===== src/rtl/cbm_pkg.sv =====
package cbm_pkg;
  // Register select, encoded as {A14, A13, A0}
  typedef enum logic [2:0] {
    RS_CMD    = 3'b000,
    RS_DATA   = 3'b001,
    RS_MIRROR = 3'b010,
    RS_SRAM   = 3'b011,
    RS_CNT    = 3'b100,
    RS_LATCH  = 3'b101,
    RS_IRQOFF = 3'b110,
    RS_IRQON  = 3'b111
  } reg_sel_e;

  typedef struct packed {
    logic       prg_swap;  // switchable PRG window moves to $C000
    logic       chr_inv;   // CHR halves exchanged
    logic [2:0] cmd;       // bank register targeted by next data write
  } mode_t;

  localparam int NUM_BANKS = 8;
endpackage


===== src/rtl/cbm_regs.sv =====
module cbm_regs
  import cbm_pkg::*;
#(
  parameter int DW = 8
) (
  input  logic                          clk,
  input  logic                          rst,
  input  logic                          wr_en,
  input  logic [2:0]                    cpu_ahi,
  input  logic                          cpu_a0,
  input  logic [DW-1:0]                 wr_data,
  output mode_t                         mode_q,
  output logic [NUM_BANKS-1:0][DW-1:0]  banks_q,
  output logic                          mirror_q,
  output logic                          sram_q,
  output logic                          wr_cnt,
  output logic                          wr_latch,
  output logic                          wr_off,
  output logic                          wr_on
);
  logic     hit;
  reg_sel_e sel;

  assign hit = wr_en && cpu_ahi[2];
  assign sel = reg_sel_e'({cpu_ahi[1:0], cpu_a0});

  assign wr_cnt   = hit && (sel == RS_CNT);
  assign wr_latch = hit && (sel == RS_LATCH);
  assign wr_off   = hit && (sel == RS_IRQOFF);
  assign wr_on    = hit && (sel == RS_IRQON);

  always_ff @(posedge clk) begin
    if (rst) begin
      mode_q <= '0;
    end else if (hit && sel == RS_CMD) begin
      mode_q.prg_swap <= wr_data[6];
      mode_q.chr_inv  <= wr_data[7];
      mode_q.cmd      <= wr_data[2:0];
    end
  end

  for (genvar i = 0; i < NUM_BANKS; i++) begin : g_bank
    always_ff @(posedge clk) begin
      if (rst)
        banks_q[i] <= '0;
      else if (hit && sel == RS_DATA && mode_q.cmd == 3'(i))
        banks_q[i] <= wr_data;
    end
  end

  always_ff @(posedge clk) begin
    if (rst) begin
      mirror_q <= 1'b0;
      sram_q   <= 1'b0;
    end else begin
      if (hit && sel == RS_MIRROR) mirror_q <= wr_data[1];
      if (hit && sel == RS_SRAM)   sram_q   <= wr_data[7];
    end
  end
endmodule


===== src/rtl/cbm_irq.sv =====
module cbm_irq #(
  parameter int CW = 8
) (
  input  logic          clk,
  input  logic          rst,
  input  logic          wr_cnt,
  input  logic          wr_latch,
  input  logic          wr_off,
  input  logic          wr_on,
  input  logic [CW-1:0] din,
  input  logic          tick,
  output logic          irq
);
  logic [CW-1:0] cnt_q, latch_q, cnt_nx;
  logic          en_q;

  assign cnt_nx = (cnt_q == '0) ? latch_q : cnt_q - 1'b1;

  always_ff @(posedge clk) begin
    if (rst) begin
      cnt_q   <= '0;
      latch_q <= '0;
      en_q    <= 1'b0;
      irq     <= 1'b0;
    end else begin
      if (wr_latch) latch_q <= din;
      if (wr_off) en_q <= 1'b0;
      else if (wr_on) en_q <= 1'b1;

      if (wr_off)      cnt_q <= latch_q;
      else if (wr_cnt) cnt_q <= din;
      else if (tick)   cnt_q <= cnt_nx;

      if (wr_off)
        irq <= 1'b0;
      else if (tick && !wr_cnt && cnt_nx == '0 && en_q)
        irq <= 1'b1;
    end
  end
endmodule


===== src/rtl/cbm_xlate.sv =====
module cbm_xlate
  import cbm_pkg::*;
#(
  parameter int DW     = 8,
  parameter int PRG_BW = 6
) (
  input  logic                          clk,
  input  logic                          rst,
  input  mode_t                         mode,
  input  logic [NUM_BANKS-1:0][DW-1:0]  banks,
  input  logic [2:0]                    cpu_ahi,
  input  logic [2:0]                    ppu_ahi,
  output logic [PRG_BW-1:0]             prg_bank,
  output logic [DW-1:0]                 chr_bank
);
  localparam logic [PRG_BW-1:0] LAST_BANK = '1;
  localparam logic [PRG_BW-1:0] PENULT    = LAST_BANK - 1'b1;

  logic [2:0]        slot;
  logic [DW-1:0]     chr_d;
  logic [PRG_BW-1:0] prg_d, sw6, sw7;

  assign slot = ppu_ahi ^ {mode.chr_inv, 2'b00};
  assign sw6  = banks[6][PRG_BW-1:0];
  assign sw7  = banks[7][PRG_BW-1:0];

  always_comb begin
    if (!slot[2])
      chr_d = {banks[{2'b00, slot[1]}][DW-1:1], slot[0]};
    else
      chr_d = banks[3'({1'b0, slot[1:0]}) + 3'd2];
  end

  always_comb begin
    case (cpu_ahi[1:0])
      2'd0:    prg_d = mode.prg_swap ? PENULT : sw6;
      2'd1:    prg_d = sw7;
      2'd2:    prg_d = mode.prg_swap ? sw6 : PENULT;
      default: prg_d = LAST_BANK;
    endcase
  end

  always_ff @(posedge clk) begin
    if (rst) begin
      prg_bank <= '0;
      chr_bank <= '0;
    end else begin
      prg_bank <= prg_d;
      chr_bank <= chr_d;
    end
  end
endmodule


===== src/rtl/cmd_bank_mapper.sv =====
module cmd_bank_mapper
  import cbm_pkg::*;
#(
  parameter int DW     = 8,
  parameter int PRG_BW = 6
) (
  input  logic              clk,
  input  logic              rst,
  input  logic              wr_en,
  input  logic [2:0]        cpu_ahi,
  input  logic              cpu_a0,
  input  logic [DW-1:0]     wr_data,
  input  logic [2:0]        ppu_ahi,
  input  logic              scan_pulse,
  output logic [PRG_BW-1:0] prg_bank,
  output logic [DW-1:0]     chr_bank,
  output logic              mirror_vert,
  output logic              sram_en,
  output logic              irq
);
  mode_t                        mode;
  logic [NUM_BANKS-1:0][DW-1:0] banks;
  logic                         wr_cnt, wr_latch, wr_off, wr_on;

  cbm_regs #(.DW(DW)) u_regs (
    .clk(clk), .rst(rst), .wr_en(wr_en), .cpu_ahi(cpu_ahi), .cpu_a0(cpu_a0),
    .wr_data(wr_data), .mode_q(mode), .banks_q(banks), .mirror_q(mirror_vert),
    .sram_q(sram_en), .wr_cnt(wr_cnt), .wr_latch(wr_latch), .wr_off(wr_off),
    .wr_on(wr_on)
  );

  cbm_irq #(.CW(DW)) u_irq (
    .clk(clk), .rst(rst), .wr_cnt(wr_cnt), .wr_latch(wr_latch), .wr_off(wr_off),
    .wr_on(wr_on), .din(wr_data), .tick(scan_pulse), .irq(irq)
  );

  cbm_xlate #(.DW(DW), .PRG_BW(PRG_BW)) u_xlate (
    .clk(clk), .rst(rst), .mode(mode), .banks(banks), .cpu_ahi(cpu_ahi),
    .ppu_ahi(ppu_ahi), .prg_bank(prg_bank), .chr_bank(chr_bank)
  );
endmodule


===== config.mk =====
export PLATFORM = sky130hd
export DESIGN_NAME = cmd_bank_mapper
export DESIGN_NICKNAME = d
export VERILOG_FILES = /design/src/rtl/cbm_pkg.sv /design/src/rtl/cbm_regs.sv /design/src/rtl/cbm_irq.sv /design/src/rtl/cbm_xlate.sv /design/src/rtl/cmd_bank_mapper.sv
export SDC_FILE = /design/constraint.sdc
export NUM_CORES = 1
export LEC_CHECK = 0
export BUFFER_PORTS_ARGS = -buffer_cell sky130_fd_sc_hd__clkbuf_2
export CAP_MARGIN = 20
export CORE_ASPECT_RATIO = 1.4
export CORE_UTILIZATION = 52
export CTS_BUF_LIST = sky130_fd_sc_hd__clkbuf_4
export DETAILED_ROUTE_END_ITERATION = 16
export GPL_ROUTABILITY_DRIVEN = 0
export PLACE_DENSITY = 0.79
export SLEW_MARGIN = 25
export SYNTH_ARGS = -nofsm -noshare
export SYNTH_HDL_FRONTEND = slang
export SYNTH_SLANG_ARGS = --single-unit

===== constraint.sdc =====
create_clock -name clk -period 3.2 [get_ports clk]
set_clock_uncertainty 0.05 [all_clocks]
set_input_delay 0.32 -clock clk [delete_from_list [all_inputs] [get_ports clk]]
set_output_delay 0.32 -clock clk [all_outputs]
set_load 0.05 [all_outputs]

==> results by group <==
Logic synthesis
  – Post-synth EDFFs: 0
  – Synth warn: 0
  – Mean Syn Cell Area: approximately 9.4 um2
  – Post-synthesis sequential area ratio: 0.450
  – Net Count, Synth: 480
  – Post-synth top flop: dfxtp_1
  – Cells after synthesis: roughly 460
  – Netlist cell types: 51
  – Async set-reset flop share out of synthesis: 0
  – #FFs+latches synth: 97
  – Mapped Area: about 4300 um2

Detailed routing
  – Initial DRC count: 218
  – DR vias/cell: 5.72
  – Total vias in the final route: 3300
  – Routed WL: roughly 9400 um
  – Drt wl/cell: ~16 um
  – Remaining DRCs: 0
  – Remaining antenna violation count: 0
  – First-pass DRT Iterations: 4

Clock tree
  – Clock sink count: just under 100
  – Clk root buf: clkbuf_4
  – CTS Hold Bufs: 0
  – Num CTS Buffers: 9
  – Reg clk slew, reported paths: 0.15 ns
  – Clock latency on the worst-skew pair: 0.45 ns
  – Number of H-tree levels: 3
  – Setup Buffers After CTS: 0
  – CTS max path bufs: 2
  – CTS tree: yes
  – # resized after CTS: 0

STA
  – Max-slew headroom: 0.401
  – Final period util: 0.768
  – Worst hold-check slack: ~0.17 ns
  – Final-report max-slew violation count: 0
  – RSZ-0062 raised after global routing: false
  – Final hold vios: 0
  – Setup TNS: 0 ns
  – Setup Viol. Count Final: 0
  – Worst-margin pin slew: roughly 0.89 ns
  – Crit path time final: approximately 2.5 ns
  – Max frequency: 407 MHz

Critical path
  – Required time of the worst setup path: roughly 3.5 ns
  – Max FO, Critical Path: 7
  – Critical Path End Type: register
  – Critical path type: reg2reg
  – Critical path depth: 7
  – Largest delay share family, worst path: simple AND/OR/NAND/NOR gates
  – Startpoint Class: register
  – Critical path's largest stage delay: around 0.5 ns
  – Crit path buf inv count: 1
  – Arr. time, crit path: between 2 and 3 ns
  – R2R depth: 7
  – Critical-path top delay cell: or4_1
  – Crit path cell chain: inv_1 > ha_1 > or3b_1 > or2_1 > mux2i_1 > or4_1 > o31ai_2

Floorplanning
  – Top Ports: 36
  – Die Width: about 79 um
  – Placeable core area: 8100 um2
  – Row count: 39
  – Die H: roughly 110 um
  – Die area: between 8000 and 9000 um2
  – Initial Util: 0.533

Placement
  – Number of port buffers: 35
  – DP HPWL: 6360 um
  – Post-placement cell count: 560

Power
  – PwrDens: a little over 500 nW/um2
  – Gate power share: 0.215
  – PnR Total Power: 0.00238 W
  – Peak supply drop: around 0.00030 V
  – Net Switching: about 0.00077 W
  – Sw Ratio: 0.323
  – Int Power: around 0.0016 W
  – Leakage: 1.76 nW
  – Reg power frac: 0.547
  – Clock Power Share: 0.238

Layout
  – Layout cell share with drive strength beyond 1: 0.148
  – Net count, final: just under 500
  – Non-filler cells, final: around 580
  – Synth-to-layout area growth: 6.40%

Global route
  – Initial antenna violation count: 1
  – Total gr overflow: 0
  – GRT Util Overall: 0.232
  – First-pass GRT wire length: roughly 15000 um
  – Vias in the first global route: between 3000 and 4000
  – Largest net degree at the start of global routing: 68

Hold path
  – Hold path depth: 3
  – HP Class: in2reg

Run status
  – Outcome: completed

Flow run
  – Max-Cap Viols: 0
## sequential cells by signal (all words and copies together) (netlist names)
name and count:
u_regs.banks_q 58, u_irq.cnt_q 8, u_irq.latch_q 8, u_xlate.chr_bank 8, u_xlate.prg_bank 6, u_regs.mode_q 5
u_irq.en_q 1, u_irq.irq 1, u_regs.mirror_q 1, u_regs.sram_q 1
## through the flow
step / util / worst slack [ns] / area [um2]
2_1_floorplan: - / 0.897 / 4320
3_3_place_gp: 0.553 / 0.692 / 4480
3_5_place_dp: 0.553 / 0.622 / 4480
4_1_cts: 0.567 / 0.746 / 4590
5_1_grt: 0.567 / 0.622 / 4600
6_report: 0.567 / 0.742 / 4600
## tightest hold or removal path, stage by stage
cell	delay, ns
clkbuf_2	0.16
mux2i_1	0.09
nor2_1	0.08
## path summary, 6_finish.rpt
| check | start | endpoint | slack, ns |
|---|---|---|---|
| setup / recovery | u_irq.cnt_q[0]$_SDFFE_PP0P_ | u_irq.irq$_SDFFE_PP0P_ | 0.74 |
| hold / removal | cpu_a0 | u_irq.en_q$_SDFFE_PP0P_ | 0.17 |
| setup reg to reg | u_irq.cnt_q[0]$_SDFFE_PP0P_ | u_irq.irq$_SDFFE_PP0P_ | 0.74 |
| hold reg to reg | u_regs.banks_q[48]$_SDFFE_PP0P_ | u_xlate.prg_bank[0]$_SDFF_PP0_ | 0.44 |
## area by class of cell
cell class | count | area (um2)
fillers | 751 | 3500
multi-input cells | 317 | 2180
flip-flops and latches | 97 | 1940
repair buffers | 40 | 213
well taps | 102 | 128
clock buffers | 9 | 67.6
clock inverters | 7 | 45.0
inverters | 4 | 15.0
diodes | 1 | 2.50
## metal layers
| metal | global-route usage | vias to the layer above | share of wire |
|---|---|---|---|
| met5 | 0 | - | 0 |
| met4 | 0.103 | 0 | 0.028 |
| met3 | 0.0490 | 20 | 0.040 |
| met2 | 0.406 | 77 | 0.51 |
| met1 | 0.272 | 1591 | 0.43 |
| li1 | - | 1612 | - |
## kinds of logic (layout without fill, tap and decap cells)
logic type | Yosys count | count (layout) | synth area share
AND/OR/NAND/NOR | 157 | 157 | 0.167
AO/OA/AOI/OAI | 64 | 64 | 0.0944
multiplexers | 92 | 92 | 0.234
buffers and inverters | 45 | 60 | 0.0449
XOR/XNOR | 2 | 2 | 0.00406
adder cells (fa/ha/maj) | 2 | 2 | 0.00579
other | 0 | 1 | 0
flip-flops | 97 | 97 | 0.450
## Yosys cell counts, drive strengths merged, types with 2 or more instances
master   n  area, um2
dfxtp   97       1940
nor2    94        355
mux2i   84        841
clkbuf  30        113
nand2   19       71.3
o21ai   19       98.9
a21oi   16       80.1
a211oi  13       97.6
buf     11       66.3
nor3    10       50.1
mux4     7        158
o31ai    5       42.5
inv      4       15.0
nor3b    4       30.0
nand2b   3       18.8
nand3    3       15.0
nor4     3       25.0
or2      3       18.8
or3      3       18.8
a221oi   2       17.5
a311oi   2       17.5
and3b    2       17.5
ha       2       25.0
nand3b   2       15.0
nor2b    2       12.5
o21a     2       15.0
or4      2       18.8
## placed cells by master (no fill, tap or decap), types with 2 or more instances in the layout
cell type	count
nor3b_1	4
nor4_1	2
o31ai_1	4
nor2_1	93
dfxtp_1	97
nor3_1	10
mux2i_1	84
nand3_1	3
and3b_1	2
a211oi_1	13
ha_1	2
nand3b_1	2
a311oi_1	2
buf_4	5
o21ai_1	2
nand2_1	19
or2_2	2
inv_1	4
a221oi_1	2
clkinv_2	3
o21ai_0	16
clkbuf_2	34
clkbuf_4	9
nand2b_1	3
inv_6	2
o21a_1	2
mux4_2	7
a21oi_1	16
nor2b_1	2
or3_1	3
## power groups by stage
| stage | sequential, W | combinational [W] | clock [W] |
|---|---|---|---|
| 2_1_floorplan | 0.00134 | 0.000406 | 0 |
| 3_3_place_gp | 0.00132 | 0.000494 | 0 |
| 3_5_place_dp | 0.00133 | 0.000506 | 0 |
| 4_1_cts | 0.00130 | 0.000509 | 0.000582 |
| 5_1_grt | 0.00131 | 0.000560 | 0.000636 |
| 6_report | 0.00130 | 0.000511 | 0.000567 |
No activity file was read; power rests on OpenSTA's default activity.
